==> src/rtl/mbr_pkg.sv <==
package mbr_pkg;
    parameter int XLEN    = 32;
    parameter int NREG    = 16;
    parameter int NBANK   = 6;
    parameter int NSLOT   = 7;
    parameter int MODE_W  = 5;
    localparam int IDX_W  = $clog2(NREG);
    localparam int BANK_W = $clog2(NBANK);

    localparam int REG_SP  = 13;
    localparam int REG_LR  = 14;
    localparam int REG_HI0 = 8;
    localparam int NHI     = NSLOT - 2;
    localparam int SLOT_SP  = 0;
    localparam int SLOT_LR  = 1;
    localparam int SLOT_HI0 = 2;

    localparam logic [MODE_W-1:0] MD_USR = 5'h10;
    localparam logic [MODE_W-1:0] MD_FIQ = 5'h11;
    localparam logic [MODE_W-1:0] MD_IRQ = 5'h12;
    localparam logic [MODE_W-1:0] MD_SVC = 5'h13;
    localparam logic [MODE_W-1:0] MD_ABT = 5'h17;
    localparam logic [MODE_W-1:0] MD_UND = 5'h1B;
    localparam logic [MODE_W-1:0] MD_SYS = 5'h1F;

    localparam logic [BANK_W-1:0] BK_COMMON = 3'd0;
    localparam logic [BANK_W-1:0] BK_FIQ    = 3'd1;
    localparam logic [BANK_W-1:0] BK_IRQ    = 3'd2;
    localparam logic [BANK_W-1:0] BK_SVC    = 3'd3;
    localparam logic [BANK_W-1:0] BK_ABT    = 3'd4;
    localparam logic [BANK_W-1:0] BK_UND    = 3'd5;

    typedef struct packed {
        logic [MODE_W-1:0]                       mode;
        logic [XLEN-1:0]                         sts;
        logic [NBANK-1:0][XLEN-1:0]              sts_bank;
        logic [NBANK-1:0][NSLOT-1:0][XLEN-1:0]   bank;
        logic [NREG-1:0][XLEN-1:0]               gpr;
    } rf_state_t;
endpackage

==> src/rtl/mbr_bank_sel.sv <==
module mbr_bank_sel
    import mbr_pkg::*;
(
    input  logic [MODE_W-1:0] cur_mode,
    input  logic [MODE_W-1:0] req_mode,
    output logic              req_valid,
    output logic [BANK_W-1:0] old_bank,
    output logic [BANK_W-1:0] new_bank,
    output logic              bank_change,
    output logic              hi_swap
);
    logic old_valid;

    // Map a mode encoding to its bank; valid is low for unknown encodings.
    function automatic logic [BANK_W:0] map_mode(input logic [MODE_W-1:0] m);
        case (m)
            MD_USR, MD_SYS: map_mode = {1'b1, BK_COMMON};
            MD_FIQ:         map_mode = {1'b1, BK_FIQ};
            MD_IRQ:         map_mode = {1'b1, BK_IRQ};
            MD_SVC:         map_mode = {1'b1, BK_SVC};
            MD_ABT:         map_mode = {1'b1, BK_ABT};
            MD_UND:         map_mode = {1'b1, BK_UND};
            default:        map_mode = {1'b0, BK_COMMON};
        endcase
    endfunction

    always_comb begin
        {old_valid, old_bank} = map_mode(cur_mode);
        {req_valid, new_bank} = map_mode(req_mode);
        bank_change = req_valid && old_valid && (old_bank != new_bank);
        hi_swap     = bank_change && ((old_bank == BK_FIQ) || (new_bank == BK_FIQ));
    end
endmodule

==> src/rtl/mbr_read_mux.sv <==
module mbr_read_mux
    import mbr_pkg::*;
(
    input  logic [NREG-1:0][XLEN-1:0] gpr,
    input  logic [IDX_W-1:0]          idx,
    output logic [XLEN-1:0]           data
);
    assign data = gpr[idx];
endmodule

==> src/rtl/mode_bank_regfile.sv <==
module mode_bank_regfile
    import mbr_pkg::*;
(
    input  logic              clk,
    input  logic              rst_n,
    input  logic              mode_chg,
    input  logic [4:0]        mode_req,
    input  logic              wr_en,
    input  logic [3:0]        wr_idx,
    input  logic [31:0]       wr_data,
    input  logic              sts_wr_en,
    input  logic [31:0]       sts_wr_data,
    input  logic [3:0]        rd_a_idx,
    output logic [31:0]       rd_a_data,
    input  logic [3:0]        rd_b_idx,
    output logic [31:0]       rd_b_data,
    output logic [4:0]        cur_mode,
    output logic [31:0]       sts_out
);
    localparam int NRD = 2;

    rf_state_t st_q, st_d;

    logic              req_valid;
    logic [BANK_W-1:0] old_bank, new_bank, hi_old, hi_new;
    logic              bank_change, hi_swap;

    logic [NRD-1:0][IDX_W-1:0] rd_idx;
    logic [NRD-1:0][XLEN-1:0]  rd_data;

    mbr_bank_sel i_sel (
        .cur_mode   (st_q.mode),
        .req_mode   (mode_req),
        .req_valid  (req_valid),
        .old_bank   (old_bank),
        .new_bank   (new_bank),
        .bank_change(bank_change),
        .hi_swap    (hi_swap)
    );

    assign rd_idx[0] = rd_a_idx;
    assign rd_idx[1] = rd_b_idx;

    for (genvar p = 0; p < NRD; p++) begin : g_rd
        mbr_read_mux i_mux (
            .gpr (st_q.gpr),
            .idx (rd_idx[p]),
            .data(rd_data[p])
        );
    end

    assign rd_a_data = rd_data[0];
    assign rd_b_data = rd_data[1];
    assign cur_mode  = st_q.mode;
    assign sts_out   = st_q.sts;

    assign hi_old = (old_bank == BK_FIQ) ? BK_FIQ : BK_COMMON;
    assign hi_new = (new_bank == BK_FIQ) ? BK_FIQ : BK_COMMON;

    always_comb begin
        st_d = st_q;
        // Writes land in the live copy first, so an exchange saves them.
        if (wr_en)     st_d.gpr[wr_idx] = wr_data;
        if (sts_wr_en) st_d.sts         = sts_wr_data;
        if (mode_chg && req_valid && (mode_req != st_q.mode)) begin
            st_d.mode = mode_req;
            if (bank_change) begin
                if (hi_swap) begin
                    for (int i = 0; i < NHI; i++) begin
                        st_d.bank[hi_old][SLOT_HI0+i] = st_d.gpr[REG_HI0+i];
                        st_d.gpr[REG_HI0+i]           = st_q.bank[hi_new][SLOT_HI0+i];
                    end
                end
                st_d.bank[old_bank][SLOT_SP] = st_d.gpr[REG_SP];
                st_d.bank[old_bank][SLOT_LR] = st_d.gpr[REG_LR];
                st_d.gpr[REG_SP]             = st_q.bank[new_bank][SLOT_SP];
                st_d.gpr[REG_LR]             = st_q.bank[new_bank][SLOT_LR];
                st_d.sts_bank[old_bank]      = st_d.sts;
                st_d.sts                     = st_q.sts_bank[new_bank];
            end
        end
    end

    always_ff @(posedge clk) begin
        if (!rst_n) begin
            st_q      <= '0;
            st_q.mode <= MD_SYS;
        end else begin
            st_q <= st_d;
        end
    end
endmodule

==> config.mk <==
export PLATFORM = sky130hd
export DESIGN_NAME = mode_bank_regfile
export DESIGN_NICKNAME = d
export VERILOG_FILES = /design/src/rtl/mbr_pkg.sv /design/src/rtl/mbr_bank_sel.sv /design/src/rtl/mbr_read_mux.sv /design/src/rtl/mode_bank_regfile.sv
export SDC_FILE = /design/constraint.sdc
export NUM_CORES = 2
export LEC_CHECK = 0
export BUFFER_PORTS_ARGS = -buffer_cell sky130_fd_sc_hd__buf_2
export CORE_MARGIN = 1.5
export CORE_UTILIZATION = 45
export CTS_CLUSTER_SIZE = 28
export DETAILED_ROUTE_END_ITERATION = 10
export GPL_TIMING_DRIVEN = 0
export HOLD_SLACK_MARGIN = 0.1
export PLACE_DENSITY = 0.67
export SYNTH_ARGS = -nofsm -noshare
export SYNTH_HDL_FRONTEND = slang
export SYNTH_SLANG_ARGS = --single-unit
==> constraint.sdc <==
create_clock -name clk -period 2.95 [get_ports clk]
set_input_delay 0.1475 -clock clk [delete_from_list [all_inputs] [get_ports clk]]
set_output_delay 0.1475 -clock clk [all_outputs]
set_load 0.03 [all_outputs]
==> impl_summary.log <==
[metrics] CP Cell Sequence: clkbuf_1, clkbuf_2, buf_2, mux4_2, mux4_2, buf_2
[metrics] number of core rows: 140
[metrics] total power density per cell area: 571 nW/um^2
[metrics] Clock Tree Root: sky130_fd_sc_hd__clkbuf_16
[metrics] number of detailed-routing iterations run before antenna repair: 11
[metrics] first-pass GRT wire length: 393000 um
[metrics] combined area of all synthesized cells: 65800 um^2
[metrics] pin count of the biggest net entering global routing: 17
[metrics] Power Total: 42.9 mW
[metrics] DR DRC count: 2
[metrics] CP max stage delay: 590 ps
[metrics] DR vias/cell: 6.47
[metrics] number of distinct standard cells referenced by the synthesized netlist: 51
[metrics] detailed placement HPWL: 201000 um
[metrics] slowest library cell on the worst path: sky130_fd_sc_hd__mux4_2
[metrics] maximum clock insertion buffer count: 3
[metrics] global-route congestion overflow total: 0
[metrics] number of enable flip-flop cells after synthesis: 0
[metrics] starting density of the core: 0.453
[metrics] Wirelength per Cell: 30.5 um
[metrics] Clk Latency, worst-skew pair: 830 ps
[metrics] Critical Path End Type: primary output
[metrics] maximum ir drop on the vdd rail: 0.611 mV
[metrics] Net count, final: 7136
[metrics] Top-Level Pins: 187
[metrics] number of synthesized register bits: 1445
[metrics] TritonCTS clock tree: done
[metrics] Async S/R FF share, synth: 0
[metrics] x dimension of the die: 385 um
[metrics] Final Slew Violations: 11
[metrics] count of maximum capacitance violations: 1
[metrics] Required @ worst endpoint: 2800 ps
[metrics] Synthesis Warnings: 0
[metrics] Fillers: 13300
[metrics] cell type contributing the most total cell area after synthesis: sky130_fd_sc_hd__dfxtp_1
[metrics] Worst-Margin Slew: 1530 ps
[metrics] total track usage: 0.364
[metrics] maximum fanout along the worst path: 10
[metrics] dpl cells: 8735
[metrics] sequential fraction of the synthesis area: 0.439
[metrics] mean instance size in the synthesized netlist: 9.91 um^2
[metrics] worst-case setup slack after placement: -881 ps
[metrics] total die area: 149000 um^2
[metrics] final-report hold violation count: 0
[metrics] total via count after detailed routing: 58900
[metrics] final standard cell utilization of the core: 0.517
[metrics] Fmax achieved: 333 MHz
[metrics] share of the clock period used by the worst path after layout: 1.02
[metrics] kind of critical path: in2out
[metrics] Detail Route Antenna Nets: 0
[metrics] clock-pin slew on the worst setup and hold paths: 60 ps
[metrics] iteration-0 DRC count of the detailed router: 7971
[metrics] Post-Syn Nets: 6729
[metrics] Detailed Route WL: 278000 um
[metrics] leakage power figure: 26.0 nW
[metrics] clock skew after layout: 24.3 ps
[metrics] Register Area: 28900 um^2
[metrics] total clock buffers created by CTS: 154
[metrics] TritonCTS Sinks: 1445
[metrics] number of global-route vias before repair: 56000
[metrics] result of the run: complete, but fails checks
[metrics] Setup violations, final: 16
[metrics] area added between synthesis and finish: 14.2%
[metrics] area share of the leading cell type in the synthesized netlist: 0.439
[metrics] largest cells by area after synthesis: sky130_fd_sc_hd__dfxtp_1, sky130_fd_sc_hd__mux4_2, sky130_fd_sc_hd__mux2i_1
[metrics] H-tree levels: 4
[metrics] violated checks: design-rule violations, max-capacitance violations, max-slew violations, negative setup slack
[metrics] number of I/O port buffers: 173
[metrics] core footprint: 145000 um^2
[metrics] most numerous cell in the Yosys netlist: sky130_fd_sc_hd__dfxtp_1
[metrics] initial antenna violation count: 16
[metrics] Max-Slew Margin vs Limit: -0.0231
[metrics] top flip-flop cell by instance count after synthesis: sky130_fd_sc_hd__dfxtp_1
[metrics] most common library cells after synthesis: sky130_fd_sc_hd__dfxtp_1, sky130_fd_sc_hd__nand2_1, sky130_fd_sc_hd__mux2i_1
[metrics] count of mapped cells out of synthesis: 6643
[metrics] height of the chip: 385 um
[metrics] critical path data arrival time: 2860 ps
[metrics] worst min-delay path class: in2reg
[metrics] kind of launch point of the worst setup path: input pin
[metrics] last weighted congestion value of the routability-driven placer: 1.13
[metrics] area of the multi-input gates: 33800 um^2
[metrics] minimum clock period after layout: 3010 ps
[metrics] worst hold slack after final layout: 141 ps
[metrics] RSZ-0062 raised after global routing: false
[metrics] worst setup margin: -55.5 ps
[metrics] final cell count without fillers: 9104
[metrics] fraction of final layout cells with drive strength greater than 1: 0.184
==> per-layer routing <==
metal / vias to the layer above / GRT usage / share of wire
met5: - / 0 / 0.00035
met4: 14 / 0.285 / 0.092
met3: 978 / 0.105 / 0.12
met2: 4013 / 0.533 / 0.42
met1: 28900 / 0.449 / 0.36
li1: 25000 / - / -
==> layout by cell type, fill, tap and decap left out, types with 302 or more instances in the layout <==
cell type,count
sky130_fd_sc_hd__dfxtp_1,1445
sky130_fd_sc_hd__nand2_1,1174
sky130_fd_sc_hd__mux2i_1,666
sky130_fd_sc_hd__clkbuf_1,423
sky130_fd_sc_hd__a211oi_1,390
sky130_fd_sc_hd__a21oi_1,378
sky130_fd_sc_hd__nor2_1,330
sky130_fd_sc_hd__mux4_2,320
sky130_fd_sc_hd__buf_2,310
sky130_fd_sc_hd__mux2_2,302
==> cells by family (layout without fill, tap and decap cells) <==
family                 Yosys count  count (layout)  share of synthesized area
AO/OA/AOI/OAI                 1328            1328                      0.135
XOR/XNOR                        10              10                    0.00133
buffers and inverters          724            1252                     0.0481
flip-flops                    1445            1445                      0.439
multiplexers                  1288            1288                      0.262
other                            0              16                          0
AND/OR/NAND/NOR               1848            1848                      0.114
==> sequential cells by signal, summed over array words and instances (netlist names) <==
name      cells
sts_out      32
cur_mode      5
st_q       1408
==> power breakdown <==
part	switching (mW)	internal (mW)
clock	8.71	11.1
combinational	2.31	0.930
sequential	0.163	19.7
==> critical path, delay by kind of cell <==
family   cells  cell delay, ps
buf+inv      4            1610
mux          2            1090
==> layout make-up <==
type / count / share of cell area
antenna: 16 / 0.000532
multi-input combinational: 4474 / 0.449
clock inverter: 54 / 0.00893
buffer: 721 / 0.0443
tap: 1917 / 0.0319
sequential: 1445 / 0.385
clock buffer: 223 / 0.0587
timing repair buffer: 252 / 0.0219
inverter: 2 / 0.0000998
==> path summary, 6_finish.rpt <==
kind         slack (ps)           end  cells after the start        start
max                 -60  rd_b_data[2]                      6  rd_b_idx[0]
min                 140     st_q[939]                      3  wr_data[11]
max reg2reg          70     st_q[266]                      8  cur_mode[2]
min reg2reg         450     st_q[963]                      2    st_q[963]
==> metrics by stage <==
step | area, um^2 | setup TNS (ps)
after floorplan | 65800 | 0
after global placement | 69100 | -122000
after detailed placement | 69100 | -142580
after CTS | 75100 | 0
after global routing | 75200 | 0
final | 75200 | -373
==> repair_timing <==
| action | 4_1_cts | 5_1_grt |
|---|---|---|
| buffers inserted | 2 | 0 |
| cloned | 0 | 0 |
| hold buffers | 75 | 0 |
| endpoints found under the hold margin | 428 | 0 |
| pin swaps | 1 | 0 |
| setup endpoints to repair | 462 | 399 |
| resized for setup | 70 | 69 |
No activity file was read; power rests on OpenSTA's default activity.
